[config.mk]
export PLATFORM = sky130hd
export DESIGN_NAME = sdram_dqpath
export DESIGN_NICKNAME = d
export VERILOG_FILES = /design/src/rtl/sdq_pkg.sv /design/src/rtl/sdq_rd_track.sv /design/src/rtl/sdq_wr_drive.sv /design/src/rtl/sdq_rd_capture.sv /design/src/rtl/sdram_dqpath.sv
export SDC_FILE = /design/constraint.sdc
export NUM_CORES = 1
export LEC_CHECK = 0
export BUFFER_PORTS_ARGS = -buffer_cell sky130_fd_sc_hd__buf_2
export CORE_MARGIN = 10
export CORE_UTILIZATION = 40
export CTS_BUF_LIST = sky130_fd_sc_hd__clkbuf_4
export DETAILED_ROUTE_END_ITERATION = 12
export GPL_TIMING_DRIVEN = 0
export PLACE_DENSITY = 0.78
export SLEW_MARGIN = 20
export SYNTH_ARGS = -nofsm -noshare
export SYNTH_HDL_FRONTEND = slang
export SYNTH_SLANG_ARGS = --single-unit
[constraint.sdc]
create_clock -name clk -period 1.88 [get_ports clk]
set_clock_uncertainty 0.1 [all_clocks]
set_input_delay 0.376 -clock clk [delete_from_list [all_inputs] [get_ports clk]]
set_output_delay 0.376 -clock clk [all_outputs]
set_load 0.01 [all_outputs]
[src/rtl/sdq_pkg.sv]
package sdq_pkg;
  // latency select encoding on the cas_lat pin
  typedef enum logic {
    LAT2 = 1'b0,
    LAT3 = 1'b1
  } lat_sel_e;

  // mask pin level when nothing is being masked in or out
  localparam logic MASK_IDLE = 1'b1;

  function automatic int unsigned lat_clocks(input lat_sel_e sel);
    return (sel == LAT3) ? 3 : 2;
  endfunction
endpackage

[src/rtl/sdq_rd_track.sv]
module sdq_rd_track #(
  parameter int unsigned NB     = 2,
  parameter int unsigned MAX_LAT = 3
) (
  input  logic          clk,
  input  logic          rst_n,
  input  logic          cas_lat,
  input  logic          rd_beat,
  input  logic [NB-1:0] rd_be,
  output logic          cap_act,
  output logic [NB-1:0] cap_be,
  output logic          bus_next,
  output logic          rmask_act,
  output logic [NB-1:0] rmask_be
);
  import sdq_pkg::*;
  localparam int unsigned HW = MAX_LAT + 1;
  localparam int unsigned IW = $clog2(HW);

  // cmd_hist[k] = a read was issued k edges ago (k = 0 is this edge)
  logic [MAX_LAT-1:0]         cmd_sr;
  logic [MAX_LAT-1:0][NB-1:0] be_sr;
  logic [HW-1:0]              cmd_hist;
  logic [HW-1:0][NB-1:0]      be_hist;
  logic [IW-1:0]              lat_idx;

  always_ff @(posedge clk) begin
    if (!rst_n) begin
      cmd_sr <= '0;
      be_sr  <= '0;
    end else begin
      cmd_sr[0] <= rd_beat;
      be_sr[0]  <= rd_be;
      for (int k = 1; k < MAX_LAT; k++) begin
        cmd_sr[k] <= cmd_sr[k-1];
        be_sr[k]  <= be_sr[k-1];
      end
    end
  end

  assign cmd_hist = {cmd_sr, rd_beat};
  assign be_hist  = {be_sr, rd_be};
  assign lat_idx  = IW'(lat_clocks(lat_sel_e'(cas_lat)));

  assign cap_act   = cmd_hist[lat_idx];
  assign cap_be    = be_hist[lat_idx];
  assign bus_next  = cmd_hist[lat_idx - IW'(1)];
  assign rmask_act = cmd_hist[lat_idx - IW'(2)];
  assign rmask_be  = be_hist[lat_idx - IW'(2)];
endmodule

[src/rtl/sdq_wr_drive.sv]
module sdq_wr_drive #(
  parameter int unsigned NB     = 2,
  parameter int unsigned BYTE_W = 8
) (
  input  logic                 wr_beat,
  input  logic [NB*BYTE_W-1:0] wr_data,
  input  logic [NB-1:0]        wr_be,
  input  logic                 rd_beat,
  input  logic                 cap_act,
  input  logic                 bus_next,
  input  logic                 rmask_act,
  input  logic [NB-1:0]        rmask_be,
  output logic                 dq_oe,
  output logic [NB*BYTE_W-1:0] dq_out,
  output logic [NB-1:0]        dqm
);
  import sdq_pkg::*;
  logic wr_ok;

  // the memory owns the bus this clock or the next: stay off it
  assign wr_ok  = wr_beat & ~rd_beat & ~cap_act & ~bus_next;
  assign dq_oe  = wr_ok;
  assign dq_out = wr_ok ? wr_data : '0;

  for (genvar b = 0; b < NB; b++) begin : g_mask
    always_comb begin
      if (wr_ok)          dqm[b] = ~wr_be[b];
      else if (rmask_act) dqm[b] = ~rmask_be[b];
      else                dqm[b] = MASK_IDLE;
    end
  end
endmodule

[src/rtl/sdq_rd_capture.sv]
module sdq_rd_capture #(
  parameter int unsigned NB     = 2,
  parameter int unsigned BYTE_W = 8
) (
  input  logic                 clk,
  input  logic                 rst_n,
  input  logic                 cap_act,
  input  logic [NB-1:0]        cap_be,
  input  logic [NB*BYTE_W-1:0] dq_in,
  output logic                 rd_valid,
  output logic [NB*BYTE_W-1:0] rd_data,
  output logic [NB-1:0]        rd_byte_valid
);
  always_ff @(posedge clk) begin
    if (!rst_n) rd_valid <= 1'b0;
    else        rd_valid <= cap_act;
  end

  for (genvar b = 0; b < NB; b++) begin : g_byte
    logic take;
    assign take = cap_act & cap_be[b];
    always_ff @(posedge clk) begin
      if (!rst_n) begin
        rd_byte_valid[b]             <= 1'b0;
        rd_data[b*BYTE_W +: BYTE_W]  <= '0;
      end else begin
        rd_byte_valid[b]             <= take;
        rd_data[b*BYTE_W +: BYTE_W]  <= take ? dq_in[b*BYTE_W +: BYTE_W] : '0;
      end
    end
  end
endmodule

[src/rtl/sdram_dqpath.sv]
module sdram_dqpath #(
  parameter int unsigned BYTE_W  = 8,
  parameter int unsigned NB      = 2,
  parameter int unsigned MAX_LAT = 3
) (
  input  logic                 clk,
  input  logic                 rst_n,
  input  logic                 cas_lat,
  input  logic                 rd_beat,
  input  logic [NB-1:0]        rd_be,
  input  logic                 wr_beat,
  input  logic [NB*BYTE_W-1:0] wr_data,
  input  logic [NB-1:0]        wr_be,
  input  logic [NB*BYTE_W-1:0] dq_in,
  output logic                 dq_oe,
  output logic [NB*BYTE_W-1:0] dq_out,
  output logic                 dqm_lo,
  output logic                 dqm_hi,
  output logic                 rd_valid,
  output logic [NB*BYTE_W-1:0] rd_data,
  output logic [NB-1:0]        rd_byte_valid
);
  logic          cap_act, bus_next, rmask_act;
  logic [NB-1:0] cap_be, rmask_be, dqm;

  sdq_rd_track #(.NB(NB), .MAX_LAT(MAX_LAT)) u_track (
    .clk(clk), .rst_n(rst_n), .cas_lat(cas_lat),
    .rd_beat(rd_beat), .rd_be(rd_be),
    .cap_act(cap_act), .cap_be(cap_be), .bus_next(bus_next),
    .rmask_act(rmask_act), .rmask_be(rmask_be)
  );

  sdq_wr_drive #(.NB(NB), .BYTE_W(BYTE_W)) u_wr (
    .wr_beat(wr_beat), .wr_data(wr_data), .wr_be(wr_be),
    .rd_beat(rd_beat), .cap_act(cap_act), .bus_next(bus_next),
    .rmask_act(rmask_act), .rmask_be(rmask_be),
    .dq_oe(dq_oe), .dq_out(dq_out), .dqm(dqm)
  );

  sdq_rd_capture #(.NB(NB), .BYTE_W(BYTE_W)) u_cap (
    .clk(clk), .rst_n(rst_n), .cap_act(cap_act), .cap_be(cap_be),
    .dq_in(dq_in), .rd_valid(rd_valid), .rd_data(rd_data),
    .rd_byte_valid(rd_byte_valid)
  );

  assign dqm_lo = dqm[0];
  assign dqm_hi = dqm[NB-1];
endmodule

* Word-level counts from Yosys, hierarchy flattened
Index checks and enable logic that the tools add are counted.
** Word-level totals
- Register bits after elaboration :: 28
- Input bits :: 41
- Output and inout bits :: 38
- Logic and storage cells :: 44
** Cells by class
- $add $sub $neg :: 2
- Order comparisons :: 3
- Multiplexer cells :: 16
- Bitwise operators :: 12
- Reduce and logical (&&, ||, !) cells :: 2
** Operators by type and width (number)
- 16-bit two-way mux :: 1
- 2-bit by 3-bit less-than comparator with 1-bit output (second input constant) :: 3
- 2-bit binary-select mux with 2-bit select :: 2
- 1-bit two-way mux :: 8
- 1-bit inverter :: 7
- 1-bit binary-select mux with 2-bit select :: 3
- 1-bit AND :: 5
- 2-bit two-way mux :: 2
- 2-bit AND reduction :: 2
- 2-bit by 1-bit subtractor with 2-bit output (second input constant) :: 1
- 2-bit subtractor (second input constant) :: 1

* Logic depth before layout (Yosys ltp)
Gate-level depths: netlist of run 1.
- Word-level depth :: 7
- Depth in mapped cells :: 6

* Modules after synthesis
From an unflattened synthesis of run 1, not the netlist that was laid out.
** Unflattened totals
- Cell total of the unflattened synthesis :: 88
- Area, all modules :: 1107.3 µm²
** Modules (own cells, without submodules)
- sdq_rd_capture :: instances 1, cells an instance 40, area each 566.8 µm², sequential area each 380.4 µm²
- sdq_rd_track :: instances 1, cells an instance 26, area each 352.8 µm², sequential area each 180.2 µm²
- sdq_wr_drive :: instances 1, cells an instance 22, area each 187.7 µm², sequential area each 0.0 µm²

* Least setup slack after synthesis of run 1
No wires, ideal clock.
- Path kind :: input to output
- From :: input port cas_lat
- To :: output port dqm_hi
- Data arrival time :: 1205 ps
- Path slack :: 199 ps
- Stages on the path :: 5
- Path buffers :: 2
- Cell sequence :: buf_6 mux2i_1 and3_1 buf_6 mux2i_1
** Between the ends
- Word-level cells in the longest chain between the ends :: 7
- Elaborated cells between the ends (all ways) :: 18
- Those cells by class :: add/sub (2); mux (11); bitwise (5)
** RTL lines
- from (decl) :: line sdram_dqpath.sv:8 : input logic cas_lat,
- 1-bit two-way mux (*) :: line sdq_pkg.sv:12 : return (sel == LAT3) ? 3 : 2;
- 2-bit subtractor (tied with other cells) :: line sdq_rd_track.sv:48, sdq_rd_track.sv:49
- 2-bit binary-select mux with 2-bit select (tied with other cells) :: line sdq_rd_track.sv:49 : assign rmask_be = be_hist[lat_idx - IW'(2)];
- 2-bit two-way mux (not written as such) (tied with other cells) :: line sdq_rd_track.sv:49
- 1-bit inverter (tied with other cells) :: line sdq_wr_drive.sv:28 : else if (rmask_act) dqm[b] = ~rmask_be[b];
- 1-bit two-way mux / 1-bit AND (equally long branches) :: line sdq_wr_drive.sv:28, sdq_wr_drive.sv:21
- 1-bit two-way mux (*) :: line sdq_wr_drive.sv:27 : if (wr_ok) dqm[b] = ~wr_be[b];
- to (decl) :: line sdram_dqpath.sv:18 : output logic dqm_hi,
Mark *: on every way between the ends. The rest lies on a longest branch, timed or not. The select of a mux whose other input is x is not followed.

* Final worst setup path of run 1
- From :: register u_track.cmd_sr[2]
- To :: output port dq_out[7]
** Between the ends
- Word-level cells in the longest chain between the ends :: 6
- Elaborated cells between the ends (all ways) :: 9
- Those cells by class :: mux (5); bitwise (4)
** RTL lines
- from (decl) :: line sdq_rd_track.sv:21 : logic [MAX_LAT-1:0] cmd_sr;
- from (signal, indexed assignment) :: line sdq_rd_track.sv:35 : cmd_sr[k] <= cmd_sr[k-1];
- 1-bit binary-select mux with 2-bit select :: line sdq_rd_track.sv:45 : assign cap_act = cmd_hist[lat_idx];
- 1-bit two-way mux (not written as such) :: line sdq_rd_track.sv:45
- 1-bit inverter :: line sdq_wr_drive.sv:21 : assign wr_ok = wr_beat & ~rd_beat & ~cap_act & ~bus_next;
- 1-bit AND :: line sdq_wr_drive.sv:21
- 1-bit AND (*) :: line sdq_wr_drive.sv:21
- 16-bit two-way mux (*) :: line sdq_wr_drive.sv:23 : assign dq_out = wr_ok ? wr_data : '0;
- to (decl) :: line sdram_dqpath.sv:16 : output logic [NB*BYTE_W-1:0] dq_out,
Marked as above.

==> results of run 1 <==
==> cell usage in the layout, fill, tap and decap left out, types with 2 or more instances in the layout <==
master	synthesis	layout
buf_2	0	67
and2_1	32	32
dfxtp_1	28	25
buf_6	2	12
and2_4	9	9
buf_4	0	6
mux2i_1	4	3
clkbuf_4	0	3
dfxtp_2	0	3
a32o_1	2	2
nand3_1	2	2
nand3b_1	2	2
a21boi_2	2	2
==> where the power goes <==
part | internal, mW | switching (mW) | leakage [nW]
registers | 0.603 | 0.00401 | 0.228
logic | 0.0910 | 0.0550 | 0.591
clock network | 0.0750 | 0.159 | 0.0138
==> per-stage QoR <==
| step | instance area (um2) | hold WS (ns) |
|---|---|---|
| after global placement | 1435 | 0.3393 |
| final | 1573 | 0.1430 |
| after floorplan | 1012 | 0.3299 |
| after CTS | 1555 | 0.1427 |
| after detailed placement | 1435 | 0.3434 |
| after global routing | 1573 | 0.1306 |
==> final cells by class <==
type                       count  area [um2]  area share, %
sequential                    28       564.3          35.88
clock buffer                   3       22.52          1.432
tap                           30       37.54          2.387
buffer                         4       41.29          2.625
timing repair buffer          83       493.0          31.34
multi-input combinational     57       414.1          26.33
==> layer usage <==
layer / up-vias / part of all wire [%] / wire, um / GRT usage [%]
met2: 28 / 60 / 1797 / 23.45
met3: 2 / 6.0 / 179 / 3.814
li1: 454 / - / - / -
met4: 0 / 0.80 / 24 / 1.974
met1: 406 / 33 / 982 / 9.508
met5: - / 0 / 0 / 0
==> flip-flops by register name (all words and copies together), names as in the netlist <==
name and flops:
u_track.cmd_sr 3, u_cap.rd_data 16, u_track.be_hist 6, u_cap.rd_valid 1, u_cap.rd_byte_valid 2
==> worst paths after layout <==
path	startpoint	cells past startpoint	endpoint
setup / recovery	u_track.cmd_sr[2]	6	dq_out[7]
hold / removal	dq_in[5]	2	u_cap.rd_data[5]
setup reg to reg	u_track.cmd_sr[2]	5	u_cap.rd_data[8]
hold reg to reg	u_track.be_hist[5]	1	u_track.be_hist[7]
==> cell families (layout without fill, tap and decap cells) <==
group / Yosys count / in the layout / share of synthesized area [%]
and+or+nand+nor: 49 / 49 / 32.39
DFF: 28 / 28 / 55.38
AOI/OAI and AO/OA: 4 / 4 / 4.203
muxes: 4 / 4 / 3.956
buffers and inverters: 4 / 90 / 4.078
==> critical path: stages (launching register included) <==
cell	delay, ns
dfxtp_2	0.35
mux2i_1	0.15
and3_1	0.20
buf_6	0.14
buf_8	0.13
and2_4	0.14
buf_6	0.10
==> what timing repair did <==
action | in CTS | in global routing
endpoints found under the setup margin | 19 | 19
setup buffers | 5 | 1
pin swaps | 1 | 1
gates resized for setup | 13 | 2
==> results.yml, run 1 <==
outcome:
  status: "finished with violations"
  failed_checks: "setup timing"
timing:
  timing.fmax_ghz: 0.5000
  setup_tns_ns: -1.677
  rsz0062_at_grt: "yes"
  min_period_over_period_pct: 106.4
  relSlewSlack_pct: 80.88
  hold_viol: 0
  finalWorstSetupSlack_ns: -0.1201
  worst_pin_slew_ns: 0.2869
  slew_violations: 0
  finalCriticalPeriod_ns: 2.000
  setup_viol: 18
cts:
  cts_buffer_depth: 2
  worstSkewPairLatency_ns: 0.32
  cts-buffers-inserted: 3
  clock-sinks: 28
  cts_tree: "built"
  htreeDepth: 1
  root_buffer: "clkbuf_4"
  path_clk_slew_ns: 0.14
  ctsHoldBuffers: 0
routing:
  ant_nets: 0
  num_vias: 890
  first_iter_violations: 31
  drt_pre_antenna_iters: 4
  via_per_inst: 4.341
  wl_mm: 2.983
  routedWlPerCell_um: 14.55
  drc: 0
synthesis:
  seq_area_frac_synth_pct: 55.38
  ys.flop_type: "dfxtp_1"
  yosysTopAreaCellShare_pct: 55.38
  synth-async-reset-ratio_pct: 0
  synth.most_common_cell: "and2_1"
  yosys-top-cells-area: "dfxtp_1 55%, and2_1 20%, and2_4 7.8%"
  synth.ff_latch_count: 28
  yosys.area.top_type: "dfxtp_1"
  synth_cell_type_count: 15
  synth_area_per_cell_um2: 11.37
  postSynthCellCount: 89
  synth_common_cells: "32 x and2_1, 28 x dfxtp_1, 9 x and2_4"
  yosys_warnings: 0
  syn_nets: 130
  syn_area_mm2: 0.001012
  synth-edff-count: 0
setup_path:
  required_ns: 1.40
  crit_arrival_ns: 1.52
  critPathKind: "flip-flop to output port"
  worst_setup_path_end_kind: "output port"
  crit_fanout: 10
  cp-start-kind: "flip-flop"
  r2r_slack_ns: 0.64
power:
  irDropWorstVdd_v: 0.0008331
  power_uw: 987.5
  powerDensity_mw_per_mm2: 627.9
  p_leak_nw: 0.8334
grt:
  grt_pass1_wl_mm: 4.533
  antenna_found_initial: 0
  grt_overflow: 0
  track_usage_pct: 11.12
  grt_max_degree: 15
  grt_pass1_vias: 911
run:
  max_cap_violations: 0
die:
  core_area_mm2: 0.002455
  row_count: 18
  die_h_um: 70.31
  ios: 79
  dieArea_mm2: 0.004943
  start_util_pct: 41.23
  die_w_um: 70.31
placed_design:
  portBuffers: 77
  gp_congestion: 0.7092
  pre_cts_ws_ns: 0.01737
  dp.cells: 196
min_path:
  hold_path_class: "primary input to flip-flop"
layout:
  layout-drive-gt1-share_pct: 59.43
  nFillCells: 219
  final_cells: 205
  syn_to_final_growth_pct: 55.38
  diodes: 0
  nets: 218
  post-route-util_pct: 64.07
Note: power is estimated with default switching activity, not from simulation.
==> run 2: changes to the inputs <==
--- a/config.mk
+++ b/config.mk
@@ -12,7 +12,6 @@
 export DETAILED_ROUTE_END_ITERATION = 12
 export GPL_TIMING_DRIVEN = 0
 export PLACE_DENSITY = 0.78
-export SLEW_MARGIN = 20
 export SYNTH_ARGS = -nofsm -noshare
 export SYNTH_HDL_FRONTEND = slang
 export SYNTH_SLANG_ARGS = --single-unit
==> constraint.sdc (replaced) <==
create_clock -name clk -period 1.88 [get_ports clk]
set_clock_uncertainty 0.1 [all_clocks]
set_input_delay 0.376 -clock clk [delete_from_list [all_inputs] [get_ports clk]]
set_output_delay 0.376 -clock clk [all_outputs]
set_load 0.02 [all_outputs]
==> results.yml, run 2 (synthesized netlist as in run 1, its figures left out) <==
timing:
  hold_viol: 0
  relSlewSlack_pct: 79.67
  slew_violations: 0
  timing.fmax_ghz: 0.4879
  setup_viol: 19
  rsz0062_at_grt: "yes"
  finalWorstSetupSlack_ns: -0.1697
  finalCriticalPeriod_ns: 2.050
  min_period_over_period_pct: 109.0
  worst_pin_slew_ns: 0.3050
placed_design:
  gp_congestion: 0.7092
  placed_cell_area_mm2: 0.001435
  dp.cells: 196
  portBuffers: 77
setup_path:
  critPathKind: "flip-flop to output port"
  crit_arrival_ns: 1.57
  cp-start-kind: "flip-flop"
  worst_setup_path_end_kind: "output port"
  required_ns: 1.40
  crit_fanout: 10
die:
  die_h_um: 70.31
  die_w_um: 70.31
  ios: 79
  start_util_pct: 41.23
  dieArea_mm2: 0.004943
  core_area_mm2: 0.002455
  row_count: 18
cts:
  ctsHoldBuffers: 0
  cts_buffer_depth: 2
  cts_tree: "built"
  path_clk_slew_ns: 0.14
  clock-sinks: 28
  cts-buffers-inserted: 3
  root_buffer: "clkbuf_4"
  worstSkewPairLatency_ns: 0.32
  htreeDepth: 1
grt:
  grt_max_degree: 15
  use_met1_pct: 9.428
  grt_pass1_vias: 900
  grt_overflow: 0
  gr-usage-met2_pct: 22.46
  track_usage_pct: 10.90
  grt_use_met3_pct: 3.814
  grt_pass1_wl_mm: 4.436
  busiest_layer: "met2"
  antenna_found_initial: 0
layout:
  nFillCells: 207
  final_area_mm2: 0.001653
  final_cells: 206
  nets: 219
  final_cell_mix: "58 x buf_2, 26 x and2_1, 25 x dfxtp_1, 20 x buf_6, 15 x and2_4"
  layout-drive-gt1-share_pct: 63.64
  top_register: "u_cap.rd_data"
  syn_to_final_growth_pct: 63.29
  final_common_cell: "buf_2"
  diodes: 0
  largest_register_ffs: 16
min_path:
  hold_path_class: "primary input to flip-flop"
outcome:
  status: "finished with violations"
  failed_checks: "setup timing"
power:
  irDropWorstVdd_v: 0.0008423
  p_leak_nw: 0.8569
  powerDensity_mw_per_mm2: 620.7
routing:
  drc: 0
  num_vias: 890
  routedWlPerCell_um: 15.23
  via_per_inst: 4.320
  ant_nets: 0
  drt_pre_antenna_iters: 4
  first_iter_violations: 31
  wl_mm: 3.138
run:
  max_cap_violations: 0
## run 2: changes by cell type in the layout (fill, tap and decap cells not counted), sizes merged
cell	previous run	this run
buf	86	87
## run 2: per-layer routing
metal	vias up	part of all wire (%)
li1	456	-
met1	404	33
met2	28	60
met3	2	5.8
met4	0	0.76
met5	-	0
## run 2: power breakdown
group | internal (mW) | total, mW | switching, mW | leakage, nW
Sequential | 0.603 | 0.607 | 0.00387 | 0.228
Clock | 0.0751 | 0.235 | 0.160 | 0.0138
Combinational | 0.108 | 0.184 | 0.0759 | 0.615
Total | 0.786 | 1.03 | 0.240 | 0.857
## run 2: repair_timing
| action | CTS | global route |
|---|---|---|
| setup buffers | 3 | 3 |
| gates resized for setup | 31 | 17 |
| cloned | 1 | 0 |
| endpoints found under the setup margin | 19 | 19 |
| pin swaps | 2 | 1 |
## run 2: area by class of cell
class                   instances  area, um2  share of cell area, %
well taps                      30      37.54                  2.271
plain buffers                   4      41.29                  2.498
clock buffers                   3      22.52                  1.363
repair buffers                 84      553.0                  33.46
multi-input cells              57      434.2                  26.27
flip-flops and latches         28      564.3                  34.14
## run 2: critical path, cell delays in order, from the launching register on
cell and delay, ns:
dfxtp_2 0.35, mux2i_1 0.18, and3_4 0.23, buf_6 0.12
buf_8 0.13, and2_4 0.14, buf_6 0.11
## run 2: through the flow
stage / utilization [%] / hold WS [ns] / power [mW] / setup TNS (ns) / setup slack [ns]
after global placement: 58.46 / 0.3393 / 0.7555 / 0 / 0.03331
after detailed placement: 58.46 / 0.3434 / 0.7600 / -0.08790 / -0.01586
after CTS: 64.02 / 0.1427 / 1.009 / -1.036 / -0.09749
after global routing: 67.33 / 0.1306 / 1.063 / -3.433 / -0.2303
final: 67.33 / 0.1424 / 1.026 / -2.551 / -0.1697
after floorplan: - / 0.3299 / 0.6954 / 0 / 0.05138
## run 2: path summary, 6_finish.rpt
check,start,slack [ns],to,cells after the start
worst max-delay path,u_track.cmd_sr[2],-0.17,dq_out[7],6
worst min-delay path,dq_in[5],0.14,u_cap.rd_data[5],2
worst max register to register,u_track.cmd_sr[2],0.65,u_cap.rd_data[8],5
worst min register to register,u_track.be_hist[5],0.38,u_track.be_hist[7],1
==> run 3: changes to the inputs <==
--- a/config.mk
+++ b/config.mk
@@ -12,6 +12,7 @@
 export DETAILED_ROUTE_END_ITERATION = 12
 export GPL_TIMING_DRIVEN = 0
 export PLACE_DENSITY = 0.78
+export SKIP_LAST_GASP = 1
 export SYNTH_ARGS = -nofsm -noshare
 export SYNTH_HDL_FRONTEND = slang
 export SYNTH_SLANG_ARGS = --single-unit
==> results.yml, run 3 (synthesized netlist as in run 1, its figures left out) <==
outcome:
  status: "finished with violations"
  failed_checks: "setup timing"
cts:
  worstSkewPairLatency_ns: 0.32
  cts-buffers-inserted: 3
  cts_tree: "built"
  root_buffer: "clkbuf_4"
  cts_buffer_depth: 2
  ctsHoldBuffers: 0
  path_clk_slew_ns: 0.14
  clock-sinks: 28
  htreeDepth: 1
timing:
  setup_viol: 19
  hold_ws_ns: 0.1428
  rsz0062_at_grt: "yes"
  min_period_over_period_pct: 109.3
  slew_violations: 0
  setup_tns_ns: -2.569
  hold_viol: 0
  finalWorstSetupSlack_ns: -0.1750
  finalCriticalPeriod_ns: 2.055
  relSlewSlack_pct: 79.67
  worst_pin_slew_ns: 0.3050
  timing.fmax_ghz: 0.4866
routing:
  drt_pre_antenna_iters: 4
  routedWlPerCell_um: 15.04
  num_vias: 889
  ant_nets: 0
  wl_mm: 3.099
  via_per_inst: 4.316
  first_iter_violations: 27
  drc: 0
placed_design:
  portBuffers: 77
  gp_congestion: 0.7092
  pre_cts_ws_ns: -0.01586
  dp.cells: 196
power:
  irDropWorstVdd_v: 0.0008419
  p_leak_nw: 0.8545
  powerDensity_mw_per_mm2: 623.3
grt:
  antenna_found_initial: 0
  grt_pass1_vias: 895
  gr-usage-met2_pct: 22.06
  grt_use_met3_pct: 3.814
  use_met1_pct: 9.347
  busiest_layer: "met2"
  grt_pass1_wl_mm: 4.395
  grt_max_degree: 15
  track_usage_pct: 10.75
  grt_overflow: 0
setup_path:
  rr_worst_depth: 5
  crit_path_end: "dq_out[9]"
  cpMaxStageDelayCell: "dfxtp_2"
  required_ns: 1.40
  crit_arrival_ns: 1.58
  r2r-start: "u_track.cmd_sr[2]"
  crit_fanout: 10
  path_cells: "mux2i_1 -> and3_4 -> buf_6 -> buf_8 -> and2_4 -> buf_4"
  critPathLaunch: "u_track.cmd_sr[2]"
  cp-start-kind: "flip-flop"
  reg2reg_to: "u_cap.rd_data[8]"
  worst_setup_path_end_kind: "output port"
  r2r_slack_ns: 0.65
  critPathKind: "flip-flop to output port"
  max_stage_delay_ns: 0.35
die:
  ios: 79
  die_w_um: 70.31
  core_area_mm2: 0.002455
  dieArea_mm2: 0.004943
  die_h_um: 70.31
  start_util_pct: 41.23
  row_count: 18
layout:
  largest_register_ffs: 16
  diodes: 0
  final_cell_mix: "58 x buf_2, 26 x and2_1, 25 x dfxtp_1, 17 x buf_6, 15 x and2_4"
  layout-drive-gt1-share_pct: 63.64
  final_cells: 206
  final_common_cell: "buf_2"
  top_register: "u_cap.rd_data"
  nets: 219
  syn_to_final_growth_pct: 62.18
run:
  max_cap_violations: 0
min_path:
  hold_path_class: "primary input to flip-flop"
  hold_depth: 2
-- run 3: cell count changes in the layout (fill, tap and decap cells not counted) --
cell / previous run / this run
buf_4: 8 / 11
buf_6: 20 / 17
-- run 3: worst min-delay path by stage --
| stage | startpoint | slack (ns) | endpoint |
|---|---|---|---|
| after detailed placement | u_track.be_hist[5] | 0.34 | u_track.be_hist[7] |
| final | dq_in[5] | 0.14 | u_cap.rd_data[5] |
| after global routing | dq_in[5] | 0.13 | u_cap.rd_data[5] |
| after global placement | u_track.be_hist[5] | 0.34 | u_track.be_hist[7] |
| after floorplan | u_track.be_hist[5] | 0.33 | u_track.be_hist[7] |
| after CTS | dq_in[6] | 0.14 | u_cap.rd_data[6] |
-- run 3: per-layer routing --
metal  routed length (um)  part of all wire [%]
met5                    0                     0
met4                   24                  0.77
met3                  182                   5.9
met2                 1876                    61
met1                 1015                    33
-- run 3: worst max-delay path, delay by kind of cell (launching register included) --
kind	cells	cell delay (ns)
buf+inv	3	0.38
flops	1	0.35
simple gates	2	0.37
mux	1	0.18
-- run 3: cell type report --
type / instances / area, um2
Tap cell: 30 / 37.54
Buffer: 4 / 41.29
Sequential cell: 28 / 564.3
Multi-Input combinational cell: 57 / 434.2
Clock buffer: 3 / 22.52
Timing Repair Buffer: 84 / 541.8
Fill cell: 210 / 813.3
-- run 3: metrics by stage --
step                power, mW  instance area, um2  util, %
floorplan              0.6954                1012        -
global placement       0.7555                1435    58.46
detailed placement     0.7600                1435    58.46
CTS                     1.007                1560    63.56
global route            1.060                1642    66.87
finish                  1.023                1642    66.87
-- run 3: where the power goes --
group / total [mW] / internal, mW / switching [mW]
registers: 0.607 / 0.603 / 0.00386
clock network: 0.235 / 0.0750 / 0.160
logic: 0.181 / 0.106 / 0.0750
-- run 3: timing repair --
action | CTS | global route
setup endpoints to repair | 19 | 19
gates cloned | 1 | 0
setup buffers | 3 | 3
pin swaps | 1 | 1
endpoints found under the hold margin | 0 | 0
gates resized for setup | 28 | 17
